==> config.mk <==
export PLATFORM = sky130hd
export DESIGN_NAME = vr_reuse_sb
export DESIGN_NICKNAME = d
export VERILOG_FILES = /design/src/rtl/vr_pkg.sv /design/src/rtl/vr_train_ctrl.sv /design/src/rtl/vr_slow_filter.sv /design/src/rtl/vr_reg_scoreboard.sv /design/src/rtl/vr_reuse_sb.sv
export SDC_FILE = /design/constraint.sdc
export NUM_CORES = 1
export LEC_CHECK = 0
export BUFFER_PORTS_ARGS = -buffer_cell sky130_fd_sc_hd__buf_2
export CAP_MARGIN = 20
export CORE_ASPECT_RATIO = 1.2
export CORE_MARGIN = 1.5
export CORE_UTILIZATION = 41
export DETAILED_ROUTE_END_ITERATION = 8
export HOLD_SLACK_MARGIN = 0.02
export PLACE_DENSITY = 0.57
export SLEW_MARGIN = 20
export SYNTH_ARGS = -nofsm -noshare
export SYNTH_HDL_FRONTEND = slang
export SYNTH_SLANG_ARGS = --single-unit
==> constraint.sdc <==
create_clock -name clk_i -period 4.4 [get_ports clk_i]
set_input_delay 0.88 -clock clk_i [delete_from_list [all_inputs] [get_ports clk_i]]
set_output_delay 0.88 -clock clk_i [all_outputs]
set_load 0.005 [all_outputs]
==> src/rtl/vr_pkg.sv <==
package vr_pkg;
  typedef enum logic {
    TRN_IDLE   = 1'b0,
    TRN_ACTIVE = 1'b1
  } trn_state_e;
endpackage

==> src/rtl/vr_train_ctrl.sv <==
module vr_train_ctrl
  import vr_pkg::*;
#(
  parameter int unsigned TRAIN_ITERS = 8
) (
  input  logic clk_i,
  input  logic rst_ni,
  input  logic loop_start_i,
  input  logic iter_end_i,
  output logic training_o
);
  localparam int unsigned ITW = $clog2(TRAIN_ITERS + 1);

  trn_state_e     state_q;
  logic [ITW-1:0] iter_q;

  always_ff @(posedge clk_i or negedge rst_ni) begin
    if (!rst_ni) begin
      state_q <= TRN_IDLE;
      iter_q  <= '0;
    end else if (loop_start_i) begin
      state_q <= TRN_ACTIVE;
      iter_q  <= '0;
    end else if (state_q == TRN_ACTIVE && iter_end_i) begin
      if (iter_q == ITW'(TRAIN_ITERS - 1)) begin
        state_q <= TRN_IDLE;
        iter_q  <= '0;
      end else begin
        iter_q <= iter_q + 1'b1;
      end
    end
  end

  assign training_o = (state_q == TRN_ACTIVE);
endmodule

==> src/rtl/vr_slow_filter.sv <==
module vr_slow_filter #(
  parameter int unsigned PC_W  = 30,
  parameter int unsigned IDX_W = 6,
  parameter int unsigned CNT_W = 4
) (
  input  logic            clk_i,
  input  logic            rst_ni,
  input  logic            clr_i,
  input  logic            ins_i,
  input  logic [PC_W-1:0] ins_pc_i,
  input  logic            rem_i,
  input  logic [PC_W-1:0] rem_pc_i,
  input  logic [PC_W-1:0] lkp_pc_i,
  output logic            lkp_hit_o
);
  localparam int unsigned N     = 1 << IDX_W;
  localparam int unsigned NCH   = (PC_W + IDX_W - 1) / IDX_W;
  localparam int unsigned EXT_W = NCH * IDX_W;
  localparam logic [CNT_W-1:0] CMAX = '1;

  typedef logic [IDX_W-1:0] idx_t;

  function automatic idx_t rotl(input idx_t x, input int unsigned r);
    logic [2*IDX_W-1:0] d;
    d = {x, x} << r;
    return d[2*IDX_W-1:IDX_W];
  endfunction

  // sel=0: plain fold, sel=1: fold with per-slice rotation
  function automatic idx_t hash(input logic [PC_W-1:0] pc, input logic sel);
    logic [EXT_W-1:0] ext;
    idx_t h;
    ext = EXT_W'(pc);
    h   = '0;
    for (int k = 0; k < NCH; k++) begin
      if (sel) h = h ^ rotl(ext[k*IDX_W +: IDX_W], k % IDX_W);
      else     h = h ^ ext[k*IDX_W +: IDX_W];
    end
    return h;
  endfunction

  logic [CNT_W-1:0] cnt_w [N];
  idx_t ins_h1, ins_h2, rem_h1, rem_h2, lkp_h1, lkp_h2;
  logic rem_member;

  assign ins_h1 = hash(ins_pc_i, 1'b0);
  assign ins_h2 = hash(ins_pc_i, 1'b1);
  assign rem_h1 = hash(rem_pc_i, 1'b0);
  assign rem_h2 = hash(rem_pc_i, 1'b1);
  assign lkp_h1 = hash(lkp_pc_i, 1'b0);
  assign lkp_h2 = hash(lkp_pc_i, 1'b1);

  assign rem_member = (cnt_w[rem_h1] != '0) && (cnt_w[rem_h2] != '0);
  assign lkp_hit_o  = (cnt_w[lkp_h1] != '0) && (cnt_w[lkp_h2] != '0);

  for (genvar g = 0; g < N; g++) begin : g_cnt
    logic [CNT_W-1:0] c_q;
    logic inc, dec;
    assign inc = ins_i && (ins_h1 == idx_t'(g) || ins_h2 == idx_t'(g));
    assign dec = rem_i && rem_member && (rem_h1 == idx_t'(g) || rem_h2 == idx_t'(g));
    always_ff @(posedge clk_i or negedge rst_ni) begin
      if (!rst_ni)              c_q <= '0;
      else if (clr_i)           c_q <= '0;
      else if (c_q != CMAX)     c_q <= c_q + CNT_W'(inc) - CNT_W'(dec);
    end
    assign cnt_w[g] = c_q;
  end
endmodule

==> src/rtl/vr_reg_scoreboard.sv <==
module vr_reg_scoreboard #(
  parameter int unsigned NREG   = 32,
  parameter int unsigned RIDX_W = $clog2(NREG)
) (
  input  logic              clk_i,
  input  logic              rst_ni,
  input  logic              flush_i,
  input  logic              vld_i,
  input  logic              pred_i,
  input  logic              alu_i,
  input  logic              wr_i,
  input  logic [RIDX_W-1:0] rd_i,
  input  logic              rs1_vld_i,
  input  logic [RIDX_W-1:0] rs1_i,
  input  logic              rs2_vld_i,
  input  logic [RIDX_W-1:0] rs2_i,
  output logic              skip_o
);
  logic [NREG-1:0] mark_q;

  // reads the registered marks, so a same-slot write is not yet visible
  assign skip_o = vld_i && pred_i &&
                  (!rs1_vld_i || mark_q[rs1_i]) &&
                  (!rs2_vld_i || mark_q[rs2_i]);

  always_ff @(posedge clk_i or negedge rst_ni) begin
    if (!rst_ni)            mark_q <= '0;
    else if (flush_i)       mark_q <= '0;
    else if (vld_i && wr_i) mark_q[rd_i] <= pred_i && alu_i;
  end
endmodule

==> src/rtl/vr_reuse_sb.sv <==
module vr_reuse_sb #(
  parameter int unsigned PC_W        = 30,
  parameter int unsigned LAT_W       = 8,
  parameter int unsigned SLOW_LAT    = 20,
  parameter int unsigned TRAIN_ITERS = 8,
  parameter int unsigned FILT_IDX_W  = 6,
  parameter int unsigned CNT_W       = 4,
  parameter int unsigned NREG        = 32,
  localparam int unsigned RIDX_W     = $clog2(NREG)
) (
  input  logic              clk_i,
  input  logic              rst_ni,
  input  logic              loop_start_i,
  input  logic              iter_end_i,
  input  logic              lat_vld_i,
  input  logic [PC_W-1:0]   lat_pc_i,
  input  logic [LAT_W-1:0]  lat_cycles_i,
  input  logic [PC_W-1:0]   lkp_pc_i,
  output logic              lkp_hit_o,
  input  logic              mispred_vld_i,
  input  logic [PC_W-1:0]   mispred_pc_i,
  input  logic              flush_i,
  input  logic              dec_vld_i,
  input  logic              dec_pred_i,
  input  logic              dec_alu_i,
  input  logic              dec_wr_i,
  input  logic [RIDX_W-1:0] dec_rd_i,
  input  logic              dec_rs1_vld_i,
  input  logic [RIDX_W-1:0] dec_rs1_i,
  input  logic              dec_rs2_vld_i,
  input  logic [RIDX_W-1:0] dec_rs2_i,
  output logic              dec_skip_o
);
  logic training;
  logic slow_ins;
  logic slow_rem;

  vr_train_ctrl #(.TRAIN_ITERS(TRAIN_ITERS)) u_train (
    .clk_i       (clk_i),
    .rst_ni      (rst_ni),
    .loop_start_i(loop_start_i),
    .iter_end_i  (iter_end_i),
    .training_o  (training)
  );

  assign slow_ins = !loop_start_i && lat_vld_i && training &&
                    (lat_cycles_i >= LAT_W'(SLOW_LAT));
  assign slow_rem = !loop_start_i && mispred_vld_i;

  vr_slow_filter #(
    .PC_W (PC_W),
    .IDX_W(FILT_IDX_W),
    .CNT_W(CNT_W)
  ) u_filter (
    .clk_i    (clk_i),
    .rst_ni   (rst_ni),
    .clr_i    (loop_start_i),
    .ins_i    (slow_ins),
    .ins_pc_i (lat_pc_i),
    .rem_i    (slow_rem),
    .rem_pc_i (mispred_pc_i),
    .lkp_pc_i (lkp_pc_i),
    .lkp_hit_o(lkp_hit_o)
  );

  vr_reg_scoreboard #(.NREG(NREG), .RIDX_W(RIDX_W)) u_sb (
    .clk_i    (clk_i),
    .rst_ni   (rst_ni),
    .flush_i  (flush_i),
    .vld_i    (dec_vld_i),
    .pred_i   (dec_pred_i),
    .alu_i    (dec_alu_i),
    .wr_i     (dec_wr_i),
    .rd_i     (dec_rd_i),
    .rs1_vld_i(dec_rs1_vld_i),
    .rs1_i    (dec_rs1_i),
    .rs2_vld_i(dec_rs2_vld_i),
    .rs2_i    (dec_rs2_i),
    .skip_o   (dec_skip_o)
  );
endmodule

# Yosys cells after proc, flatten, opt, wreduce, memory -nomap -nowiden
# Index checks and enable logic that the tools add are counted.
[totals]
latchBits = 0
n_memories = 0
mem_bits_rw = 0
output_inout_bits = 2
romBits = 0
register_bits = 293
input_bits = 126
wordCells = 1056
[op_classes]
n_reduce_logical = 351
n_mul = 0
n_addsub = 129
order_cmp = 9
muxes = 155
shifts = 0
div_mod_pow = 0
n_bitwise = 28
eq_ne = 317
[ops]
columns = ["operator", "count"]
rows = [
  ["$eq 6x6->1 const B", 128],
  ["$mux 4", 139],
  ["$eq 6x5->1 const B", 64],
  ["$add 4x1->4", 64],
  ["$ne 4x4->1 const B", 64],
  ["$sub 4x1->4", 64],
  ["$eq 6x4->1 const B", 32],
  ["$xor 6x6->6", 24],
  ["$logic_and 1x1->1", 142],
  ["$reduce_bool 2->1", 67],
  ["$logic_or 1x1->1", 130],
  ["$bmux 4 s6", 4],
  ["$eq 6x3->1 const B", 16],
  ["$mux 32", 2],
  ["$eq 6x2->1 const B", 8],
  ["$bwmux 32", 1],
  ["$ge 7x7->1 const B", 4],
  ["$not 6->7", 4],
  ["$eq 6x1->1 const B", 4],
  ["$logic_not 6->1", 4],
  ["$lt 5x6->1 const B", 3],
  ["$reduce_bool 4->1", 4],
  ["$bmux 1 s5", 2],
  ["$ge 8x5->1 const B", 1],
  ["other kinds (7)", 14],
]

# Longest topological paths before layout
# Gate-level depths: netlist of run 1.
[depth]
ltp_word = 15
mapped_depth = 22
depth_no_buf = 18

# Cells and area by module
# Synthesis of run 1 repeated with hierarchy kept, for this count alone.
[hier_totals]
hier_cells = 3411
hier_area_um2 = 30923.4
[by_module_without_submodules]
columns = ["module", "instances", "cells_each", "seq_area_each_um2", "area_per_inst_um2"]
rows = [
  ["vr_slow_filter", 1, 3154, 6406.1, 28492.3],
  ["vr_reg_scoreboard", 1, 231, 800.8, 2175.8],
  ["vr_train_ctrl", 1, 21, 125.1, 227.7],
  ["vr_reuse_sb", 1, 5, 0.0, 27.5],
]

# Worst setup path before layout of run 1
# OpenSTA, ideal clock, no wires.
[synth_timing]
kind = "input-to-reg"
from = "in mispred_pc_i[0]"
to = "reg u_filter.g_cnt[11].c_q[3]"
stages = 22
path_buffers = 4
slack_ps = -507
setup_ps = 125
arrival_ps = 4782
t_required_ps = 4275
cell_sequence = "xnor3_1 > xor2_1 > buf_4 > buf_4 > buf_2 > mux2i_1 > mux2i_1 > o31ai_1 > o22ai_1 > a22oi_1 > nand4_1 > o21ai_1 > buf_2 > nor3_2 > ha_1 > inv_1 > ha_1 > a21o_1 > a21oi_1 > xnor2_1 > nor2_1 > mux2_2"
[synth_via]
elab_chain_len = 15
elab_cells_between_ends = 27
classes_between = "add/sub: 1; eq/ne: 2; mux: 8; bitwise: 10; reduce/logical: 6"
[synth_lines]
columns = ["item", "line", "rtl"]
rows = [
  ["start, declared", "vr_reuse_sb.sv:21", "input logic [PC_W-1:0] mispred_pc_i,"],
  ["$xor 6x6->6, on equally long branches (4 in a row)", "vr_slow_filter.sv:37, vr_slow_filter.sv:36", ""],
  ["$not 6->7 (not written as such)", "vr_slow_filter.sv:53", "assign rem_member = (cnt_w[rem_h1] != '0) && (cnt_w[rem_h2] != '0);"],
  ["$bmux 4 s6", "vr_slow_filter.sv:53", ""],
  ["$mux 4 (not written as such) (2 in a row)", "vr_slow_filter.sv:53", ""],
  ["$reduce_bool 4->1", "vr_slow_filter.sv:53", ""],
  ["$logic_and 1x1->1", "vr_slow_filter.sv:53", ""],
  ["$logic_and 1x1->1", "vr_slow_filter.sv:60", "assign dec = rem_i && rem_member && (rem_h1 == idx_t'(g) || rem_h2 == idx_t'(g));"],
  ["$logic_and 1x1->1 (*)", "vr_slow_filter.sv:60", ""],
  ["$sub 4x1->4 (*)", "vr_slow_filter.sv:64", "else if (c_q != CMAX) c_q <= c_q + CNT_W'(inc) - CNT_W'(dec);"],
  ["$mux 4 (*)", "vr_slow_filter.sv:64", ""],
  ["$mux 4 (*)", "vr_slow_filter.sv:63", "else if (clr_i) c_q <= '0;"],
  ["end signal, assigned", "vr_slow_filter.sv:64", ""],
  ["end, declared", "vr_slow_filter.sv:57", "logic [CNT_W-1:0] c_q;"],
]
# Every way passes the cells marked *; elsewhere a longest branch is shown, timed or not. The select of a mux whose other input is x is not followed.
# A chain may end at the register's enable or synchronous reset.

# Worst setup path in the final report of run 1
[layout_timing]
from = "in mispred_pc_i[16]"
to = "reg u_filter.g_cnt[14].c_q[2]"
[layout_via]
elab_chain_len = 14
elab_cells_between_ends = 25
classes_between = "add/sub: 1; eq/ne: 2; mux: 8; bitwise: 8; reduce/logical: 6"
[layout_lines]
columns = ["item", "line"]
rows = [
  ["$xor 6x6->6, on equally long branches (3 in a row)", "vr_slow_filter.sv:37, vr_slow_filter.sv:36"],
  ["$not 6->7 (not written as such)", "vr_slow_filter.sv:53"],
  ["$bmux 4 s6", "vr_slow_filter.sv:53"],
  ["$mux 4 (not written as such) (2 in a row)", "vr_slow_filter.sv:53"],
  ["$reduce_bool 4->1", "vr_slow_filter.sv:53"],
  ["$logic_and 1x1->1", "vr_slow_filter.sv:53"],
  ["$logic_and 1x1->1", "vr_slow_filter.sv:60"],
  ["$logic_and 1x1->1 (*)", "vr_slow_filter.sv:60"],
  ["$sub 4x1->4 (*)", "vr_slow_filter.sv:64"],
  ["$mux 4 (*)", "vr_slow_filter.sv:64"],
  ["$mux 4 (*)", "vr_slow_filter.sv:63"],
  ["end signal, assigned", "vr_slow_filter.sv:64"],
  ["end, declared", "vr_slow_filter.sv:57"],
]
# Marked as above.

==> results of run 1 <==
[final timing paths]
check | from | to | cells after the start
max reg2reg | u_filter.g_cnt[52].c_q[3]$_DFFE_PN0P_ | u_filter.g_cnt[51].c_q[2]$_DFFE_PN0P_ | 18
min | rst_ni | u_filter.g_cnt[7].c_q[2]$_DFFE_PN0P_ | 1
min reg2reg | u_sb.mark_q[2]$_DFFE_PN0P_ | u_sb.mark_q[2]$_DFFE_PN0P_ | 2
max | mispred_pc_i[16] | u_filter.g_cnt[14].c_q[2]$_DFFE_PN0P_ | 25
min in group clk_i | loop_start_i | u_train.iter_q[2]$_DFFE_PN0P_ | 2
max in group asynchronous | rst_ni | u_filter.g_cnt[59].c_q[1]$_DFFE_PN0P_ | 2
[kinds of logic after synthesis]
| family | share of synthesized area, % |
|---|---|
| compound gates | 17.5 |
| xor+xnor | 9.06 |
| fa+ha+maj | 17.8 |
| buf+inv | 7.92 |
| flops | 24.6 |
| mux | 8.25 |
| simple gates | 14.8 |
[report_power, final]
group | total (W) | internal [W] | switching (W)
logic | 0.00941 | 0.00430 | 0.00511
registers | 0.00338 | 0.00295 | 0.000430
clock network | 0.00344 | 0.00201 | 0.00143
[final cells by class]
| type | count | area [um2] |
|---|---|---|
| multi-input cells | 2589 | 23600 |
| repair buffers | 648 | 5500 |
| fillers | 6513 | 31600 |
| clock buffers | 49 | 1060 |
| inverters | 450 | 1710 |
| well taps | 935 | 1170 |
| clock inverters | 17 | 254 |
| flip-flops and latches | 293 | 7330 |
[stage by stage]
step	instance area [um2]	setup TNS (ns)
floorplan	31200	-39.65
global placement	36400	-309.08
detailed placement	36400	-310.79
CTS	40100	-41.66
global route	40600	-77.36
finish	40600	-56.59
[synthesized netlist by cell type, types with 13 or more instances]
cell type,number,share of area (%)
sky130_fd_sc_hd__nand3b_1,21,0.53
sky130_fd_sc_hd__a21oi_1,183,3.1
sky130_fd_sc_hd__nand4_1,14,0.29
sky130_fd_sc_hd__xor2_1,66,1.9
sky130_fd_sc_hd__o22ai_1,93,2.0
sky130_fd_sc_hd__o21ai_0,123,2.1
sky130_fd_sc_hd__buf_2,22,0.37
sky130_fd_sc_hd__a311oi_1,16,0.47
sky130_fd_sc_hd__or3_1,13,0.27
sky130_fd_sc_hd__xnor2_1,201,5.9
sky130_fd_sc_hd__ha_1,321,13
sky130_fd_sc_hd__clkbuf_1,117,1.5
sky130_fd_sc_hd__nor4_1,40,0.84
sky130_fd_sc_hd__a32oi_1,27,0.79
sky130_fd_sc_hd__nor3_1,70,1.2
sky130_fd_sc_hd__a22oi_1,67,1.7
sky130_fd_sc_hd__inv_1,450,5.7
sky130_fd_sc_hd__nand4b_1,33,0.97
sky130_fd_sc_hd__nand2_1,278,3.5
sky130_fd_sc_hd__a211oi_1,83,2.1
sky130_fd_sc_hd__mux2_2,36,1.4
sky130_fd_sc_hd__fa_1,64,4.3
sky130_fd_sc_hd__o311ai_0,31,0.91
sky130_fd_sc_hd__nor2b_1,20,0.42
sky130_fd_sc_hd__o31ai_1,21,0.53
sky130_fd_sc_hd__a21o_1,65,1.6
sky130_fd_sc_hd__mux4_2,56,4.2
sky130_fd_sc_hd__nor2_1,356,4.5
sky130_fd_sc_hd__nand3_1,73,1.2
sky130_fd_sc_hd__mux2i_1,79,2.7
sky130_fd_sc_hd__dfrtp_1,293,25
[worst register-to-register path, cell delays in order, from the launching register on]
cell and delay [ns]:
sky130_fd_sc_hd__dfrtp_1 0.43, sky130_fd_sc_hd__mux4_2 0.52, sky130_fd_sc_hd__and2_4 0.17, sky130_fd_sc_hd__a311oi_2 0.19, sky130_fd_sc_hd__buf_4 0.18, sky130_fd_sc_hd__o21ai_2 0.05
sky130_fd_sc_hd__a22oi_1 0.19, sky130_fd_sc_hd__nand4_1 0.20, sky130_fd_sc_hd__o22ai_4 0.30, sky130_fd_sc_hd__buf_6 0.16, sky130_fd_sc_hd__buf_12 0.14, sky130_fd_sc_hd__buf_12 0.14
sky130_fd_sc_hd__nor2_4 0.04, sky130_fd_sc_hd__ha_1 0.27, sky130_fd_sc_hd__inv_1 0.04, sky130_fd_sc_hd__ha_2 0.19, sky130_fd_sc_hd__fa_2 0.37, sky130_fd_sc_hd__xnor2_2 0.15
sky130_fd_sc_hd__a211oi_2 0.23
[flip-flops by register name, summed over array words and instances (netlist names)]
name / cells
u_filter.g_cnt.c_q: 256
u_sb.mark_q: 32
u_train.iter_q: 4
u_train.training_o: 1
[repair_timing]
| item | in CTS | in global routing |
|---|---|---|
| gates resized for setup | 354 | 100 |
| buffers inserted | 57 | 11 |
| cloned | 6 | 1 |
| setup endpoints to repair | 257 | 225 |
| pin swaps | 194 | 98 |
[placed cells by master (no fill, tap or decap), types with 106 or more instances in the layout]
cell type,n
sky130_fd_sc_hd__xnor2_1,182
sky130_fd_sc_hd__nand2_1,276
sky130_fd_sc_hd__ha_4,136
sky130_fd_sc_hd__dfrtp_1,293
sky130_fd_sc_hd__inv_1,322
sky130_fd_sc_hd__a21oi_1,106
sky130_fd_sc_hd__nor2_1,297
sky130_fd_sc_hd__inv_2,118
sky130_fd_sc_hd__ha_1,167
sky130_fd_sc_hd__buf_2,117
sky130_fd_sc_hd__buf_4,430
[metal layers]
metal | global-route usage (%) | share of wire, % | vias to the layer above
li1 | - | - | 13354
met1 | 40.7 | 39 | 14498
met2 | 52.7 | 46 | 1403
met3 | 5.92 | 8.0 | 418
met4 | 19.6 | 7.0 | 2
met5 | 0 | 0.0089 | -
==> results, run 1 <==
- The TritonCTS buffer count is 38.
- The die boundary height is 298 um.
- Counting flops with a built-in enable in the synthesized netlist gives 0.
- The cell sitting at the root of the clock tree is a sky130_fd_sc_hd__clkbuf_16.
- During synthesis, Yosys emitted a total of 0 warnings.
- The die is 249 um wide.
- Setup repair after global routing could not meet its margin everywhere.
- The worst hold slack is ~0.35 ns.
- Yosys mapped the design onto between 70 and 80 distinct sky130hd cell types.
- The quantity of hold-fixing buffers added after cts is 0.
- The number of inserted diodes is 0.
- In this run the worst path has a maximum fanout of 10.
- The routability congestion estimate from global placement is 1.07.
- The worst setup path is captured at a flop.
- Summing every instance area after synthesis gives 29800 um2.
- The initial standard-cell utilization of the core is between 40% and 50%.
- The most common cell type on the critical path is sky130_fd_sc_hd__buf_12.
- Summed over all nets, the half-perimeter wirelength after detailed placement is 93700 um.
- The net count of the finished layout is 4531.
- Across the run, the number of max-cap violations was 0.
- Global routing consumed, over all layers together, 32.6% of the routing resources.
- The maximum achievable frequency is 206 MHz.
- In the final layout, the share of cells above drive strength 1 is 34.6%.
- The maximum clock skew at final layout is roughly 0.032 ns.
- The count of routing violations after the opening detailed-route iteration is 2870.
- The CTS tree is done.
- Clock latency on the worst-skew pair, taken at its later pin, is ~0.61 ns.
- The most used flip-flop cell after synthesis is sky130_fd_sc_hd__dfrtp_1.
- The final reports fail on negative setup slack.
- The required time of the worst setup path is approximately 4.8 ns.
- The delay of the slowest cell on the worst path is 0.42 ns.
- The critical path's slowest cell is sky130_fd_sc_hd__xnor3_2.
- STA classifies the critical path startpoint as a primary input.
- The number of global-route vias before repair is 29289.
- In this run the core area contains 108 standard-cell rows.
- The clock passes through at most 3 buffers.
- The clock transition at the registers of the reported paths is around 0.060 ns.
- The average size of a mapped cell is approximately 8.5 um2.
- The sequential share of the synthesized area is 24.6%.
- In this run, synthesis produced a sequential element count of 293.
- The via count of the routed design is 29675.
- The hold violation count in the final report is 0.
- Synthesis handed over a netlist of between 3000 and 4000 instances.
- The data arrival time at the worst-slack endpoint is 5.28 ns.
- Counting both buffers and inverters, the worst setup path holds a total of 9.
- The core region is roughly 70000 um2.
- At the pin with the least slew margin, the transition time is ~1 ns.
- Across all register-to-register paths, the minimum setup slack is 0.37 ns.
- The global route total overflow is 0.
- The maximum vdd ir drop is about 0.00034 V.
- The clock tree synthesis step divided the H-tree into 2 levels.
- During placement, the flow inserted port buffers numbering 125.
- The first global-routing pass estimated about 180000 um of wire.
- The number of nets with antenna violations after routing is 0.
- The classification of the worst-slack hold path is primary input to async pin.
- The area growth from synthesis to layout is 36.3%.
- Summing internal, switching and leakage power gives 0.0162 W.
- The net count after synthesis is 3998.
- The final-report max-slew violation count came to 0.
- The final critical-path setup slack is -0.463 ns.
- In the final routed layout, each cell accounts on average for 24.7 um.
- The pin count of the biggest net entering global routing is 162.
- In the finished design, the share of the clock period the worst path needs comes to 111%.
- The area of the die is 74300 um2.
- Using the TritonRoute via totals, the vias-per-cell ratio works out to 5.96.
- The headroom to the max-slew limit is 33.2%.
- The total leakage power is 16.7 nW.
- The final count of negative-setup-slack endpoints is between 150 and 200.
- Once layout is complete, the utilization of the core stands at 56.3%.
- The fraction of registers with async set or reset after synthesis is 100%.
- Counting tap cells, the placed design contains a total of 4854 instances.
- For this design the top-level I/O count stands at 128.
- The first-pass iteration count of the detailed router is 6.
- The worst setup timing slack at the placement stage is -1.49 ns.
- The remaining routing DRC violations is 0.
- The wire length reported by the detailed router is roughly 120000 um.
- The run finished, with violations left.
- The worst setup path is of the primary input to flop kind.
- The minimum period implied by the final worst setup slack is 4.86 ns.
- The final cell count without fillers is 4981.
- The kind of cell with the highest combined delay along the critical path is buffers and inverters.
- The clock net sink count is 293.
- The cell area power density is 400 nW/um2.
- The number of antenna violations at the first check in global routing is 5.
No activity file was read; power rests on OpenSTA's default activity.
==> inputs of run 2 (changes only) <==
--- a/config.mk
+++ b/config.mk
@@ -8,11 +8,11 @@
 export BUFFER_PORTS_ARGS = -buffer_cell sky130_fd_sc_hd__buf_2
 export CAP_MARGIN = 20
 export CORE_ASPECT_RATIO = 1.2
-export CORE_MARGIN = 1.5
-export CORE_UTILIZATION = 41
+export CORE_MARGIN = 5
+export CORE_UTILIZATION = 40
 export DETAILED_ROUTE_END_ITERATION = 8
 export HOLD_SLACK_MARGIN = 0.02
-export PLACE_DENSITY = 0.57
+export PLACE_DENSITY = 0.56
 export SLEW_MARGIN = 20
 export SYNTH_ARGS = -nofsm -noshare
 export SYNTH_HDL_FRONTEND = slang
==> results, run 2 (synthesized netlist as in run 1, its figures left out) <==
- The setup path with the least slack is of type primary input to flop.
- The via density per instance came to 5.87 (-1.4%).
- The maximum clock path buffer count is 3 (unchanged).
- The number of inserted diodes is 0 (unchanged).
- The TritonCTS buffer count is 39 (+2.6%).
- The placement row count is 109 (+0.93%).
- The number of top-level design ports is 128 (unchanged).
- The pin slew with the least headroom to its limit is 0.849 ns (-0.153 ns).
- The cell area power density is 403 nW/um2 (+0.70%).
- The clock net sink count is 293 (unchanged).
- The library cell used most frequently in the layout, excluding fill and tap cells, is sky130_fd_sc_hd__buf_4.
- The detailed placement HPWL was 95700 um (+2.1%).
- The clock transition at the registers of the reported paths is 0.06 ns (about the same).
- The layout overhead on the synthesized area is 38.5%.
- The first-pass iteration count of the detailed router is 6 (unchanged).
- The number of flip-flops in the largest register is 256 (unchanged).
- The final-report max-slew violation count was 0 (unchanged).
- The classification of the worst-slack hold path is primary input to async pin.
- The area of the core was 73800 um2 (+2.2%).
- The headroom to the max-slew limit is 43.4% (+10 points).
- In the layout the commonest cells are sky130_fd_sc_hd__buf_4 (436), sky130_fd_sc_hd__inv_1 (324), sky130_fd_sc_hd__nor2_1 (299), sky130_fd_sc_hd__dfrtp_1 (293), sky130_fd_sc_hd__nand2_1 (274).
- The latest clock arrival within the worst-skew pair is 0.60 ns (about the same).
- The routability congestion estimate from global placement came to 1.06 (-0.68%).
- In the final layout, the registers with the most flip-flops are u_filter.g_cnt.c_q (256), u_sb.mark_q (32), u_train.iter_q (4).
- The register name with the most flops is u_filter.g_cnt.c_q.
- The maximum achievable frequency is 208 MHz (+0.97%).
- The net count of the finished layout is 4544 (+0.29%).
- The global route total overflow is 0 (unchanged).
- The total power is 0.0166 W (+2.3%).
- The checks that failed: negative setup slack.
- The wire length reported by the detailed router is 125000 um (+1.4%).
- The average wire per standard cell is 24.6 um (-0.24%).
- The data arrival time at the worst-slack endpoint is 5.31 ns (+0.03 ns).
- The area of the die was 80100 um2 (+7.8%).
- The number of port buffers is 125 (unchanged).
- The die boundary width is 259 um (+4.0%).
- The final setup TNS is -44.24 ns (+12.35 ns).
- The number of nets with antenna violations after routing came to 0 (unchanged).
- The pin count of the biggest net entering global routing is 127 (-22%).
- The max-cap check violation count was 0 (unchanged).
- The via count of the routed design is 29723 (+0.16%).
- The final critical-path setup slack was -0.417 ns (+0.0467 ns).
- The most common cell type on the critical path is sky130_fd_sc_hd__buf_6.
- Walking the worst path, the cells encountered are buf_6, xnor3_2, buf_6, xor2_4, buf_12, buf_4, mux4_2, nand2_1, o311a_1, a211o_1, nand4_1, o22ai_4, buf_6, buf_12, buf_16, buf_6, nor2_1, ha_1, inv_1, ha_2, fa_2, xnor2_1, a211oi_1.
- The share of the clock period used by the worst path came to 109% (-1.1 points).
- The number of antenna violations at the first check in global routing was 1 (-4).
- The overall routing resource usage is 30.6% (-2.1 points).
- The worst setup path is captured at a flop.
- The tree is rooted in a sky130_fd_sc_hd__clkbuf_16.
- The remaining routing DRC violations came to 0 (unchanged).
- The CTS tree is done.
- The initial standard-cell utilization of the core is 40.4% (-0.91 points).
- The count of routing violations after the opening detailed-route iteration is 2973 (+3.6%).
- Setup repair after global routing could not meet its margin everywhere.
- The required time of the worst setup path was 4.89 ns (+0.07 ns).
- The hold violation count in the final report came to 0 (unchanged).
- The share of cells above drive strength 1 is 35.7% (+1.2 points).
- The total leakage power is 16.8 nW (+0.77%).
- The startpoint class of the critical path is a primary input.
- The number of global-route vias before repair is 30077 (+2.7%).
- The first-pass GRT wire length is 187000 um (+2.1%).
- The maximum vdd ir drop is 0.000283 V (-17%).
- The flow ran to the end, but the final reports show violations.
- The maximum clock skew at final layout was 0.0172 ns (-0.0153 ns).
- The final count of negative-setup-slack endpoints is 194 (-0.51%).
- The total number of H-tree levels came to 2 (unchanged).
- The minimum period implied by the final worst setup slack is 4.82 ns (-0.0467 ns).
- The critical path's slowest cell is sky130_fd_sc_hd__mux4_2.
- The highest net fanout along the worst path was 11 (+1).
- The delay of the slowest cell on the worst path was 0.54 ns (+0.12 ns).
- The die boundary height is 309 um (+3.6%).
## run 2: changes by cell type in the layout (fill, tap and decap cells not counted), moves of 12 or more
| cell | delta |
|---|---|
| sky130_fd_sc_hd__buf_6 | +12 |
| sky130_fd_sc_hd__a211oi_1 | -13 |
| sky130_fd_sc_hd__ha_1 | -15 |
| sky130_fd_sc_hd__ha_4 | +22 |
| sky130_fd_sc_hd__a211oi_2 | +12 |
## run 2: path summary, 6_finish.rpt
path	end	depth (start not counted)	start	slack, ns
max	u_filter.g_cnt[50].c_q[2]$_DFFE_PN0P_	23	mispred_pc_i[0]	-0.42
min	u_filter.g_cnt[48].c_q[3]$_DFFE_PN0P_	1	rst_ni	0.32
max reg2reg	u_filter.g_cnt[50].c_q[2]$_DFFE_PN0P_	19	u_filter.g_cnt[54].c_q[3]$_DFFE_PN0P_	0.45
min reg2reg	u_sb.mark_q[2]$_DFFE_PN0P_	2	u_sb.mark_q[2]$_DFFE_PN0P_	0.53
max in group asynchronous	u_filter.g_cnt[27].c_q[0]$_DFFE_PN0P_	2	rst_ni	3.12
min in group clk_i	u_filter.g_cnt[25].c_q[1]$_DFFE_PN0P_	2	loop_start_i	0.51
## run 2: layout make-up
class / instances / area [um2]
clock inverters: 21 / 307
well taps: 999 / 1250
fillers: 6704 / 32500
repair buffers: 660 / 5610
multi-input cells: 2589 / 24000
clock buffers: 50 / 1060
flip-flops and latches: 293 / 7330
inverters: 450 / 1730
## run 2: stage by stage
step / util [%] / setup slack (ns) / instance area (um2) / instances / hold slack, ns
after floorplan: - / -0.364 / 31200 / 3487 / 0.487
after global placement: 49.4 / -1.31 / 36500 / 4927 / 0.502
after detailed placement: 49.4 / -1.33 / 36500 / 4927 / 0.517
after CTS: 55.4 / -0.336 / 40900 / 5063 / 0.364
after global routing: 55.9 / -0.514 / 41300 / 5062 / 0.398
final: 55.9 / -0.417 / 41300 / 5062 / 0.322
## run 2: power by group
group | total (W) | leakage [nW] | switching (W) | internal (W)
registers | 0.00340 | 4.07 | 0.000447 | 0.00295
clock network | 0.00352 | 0.671 | 0.00144 | 0.00208
logic | 0.00970 | 12.1 | 0.00525 | 0.00445
## run 2: critical path, delay by kind of cell
family                     cells  cell delay, ns
muxes                          1            0.54
xor gates and xnor gates       3            0.73
buffers and inverters          9            1.21
AOI/OAI and AO/OA              4            0.83
and+or+nand+nor                3            0.31
adders and majority gates      3            0.79
## run 2: timing repair
action                                  CTS  global route
pin swaps                               254            62
hold buffers                              0             0
setup buffers                            69             6
hold endpoints to repair                  0             0
gates cloned                             10             0
gates resized for setup                 441            80
endpoints found under the setup margin  235           226
## run 2: routing by layer
metal  global-route usage [%]  routed length, um  vias to the layer above
met5                        0                 13                        -
li1                         -                  -                    13425
met1                     38.1              48500                    14500
met2                     49.6              56900                     1369
met3                     6.38              10500                      427
met4                     17.2               8910                        2
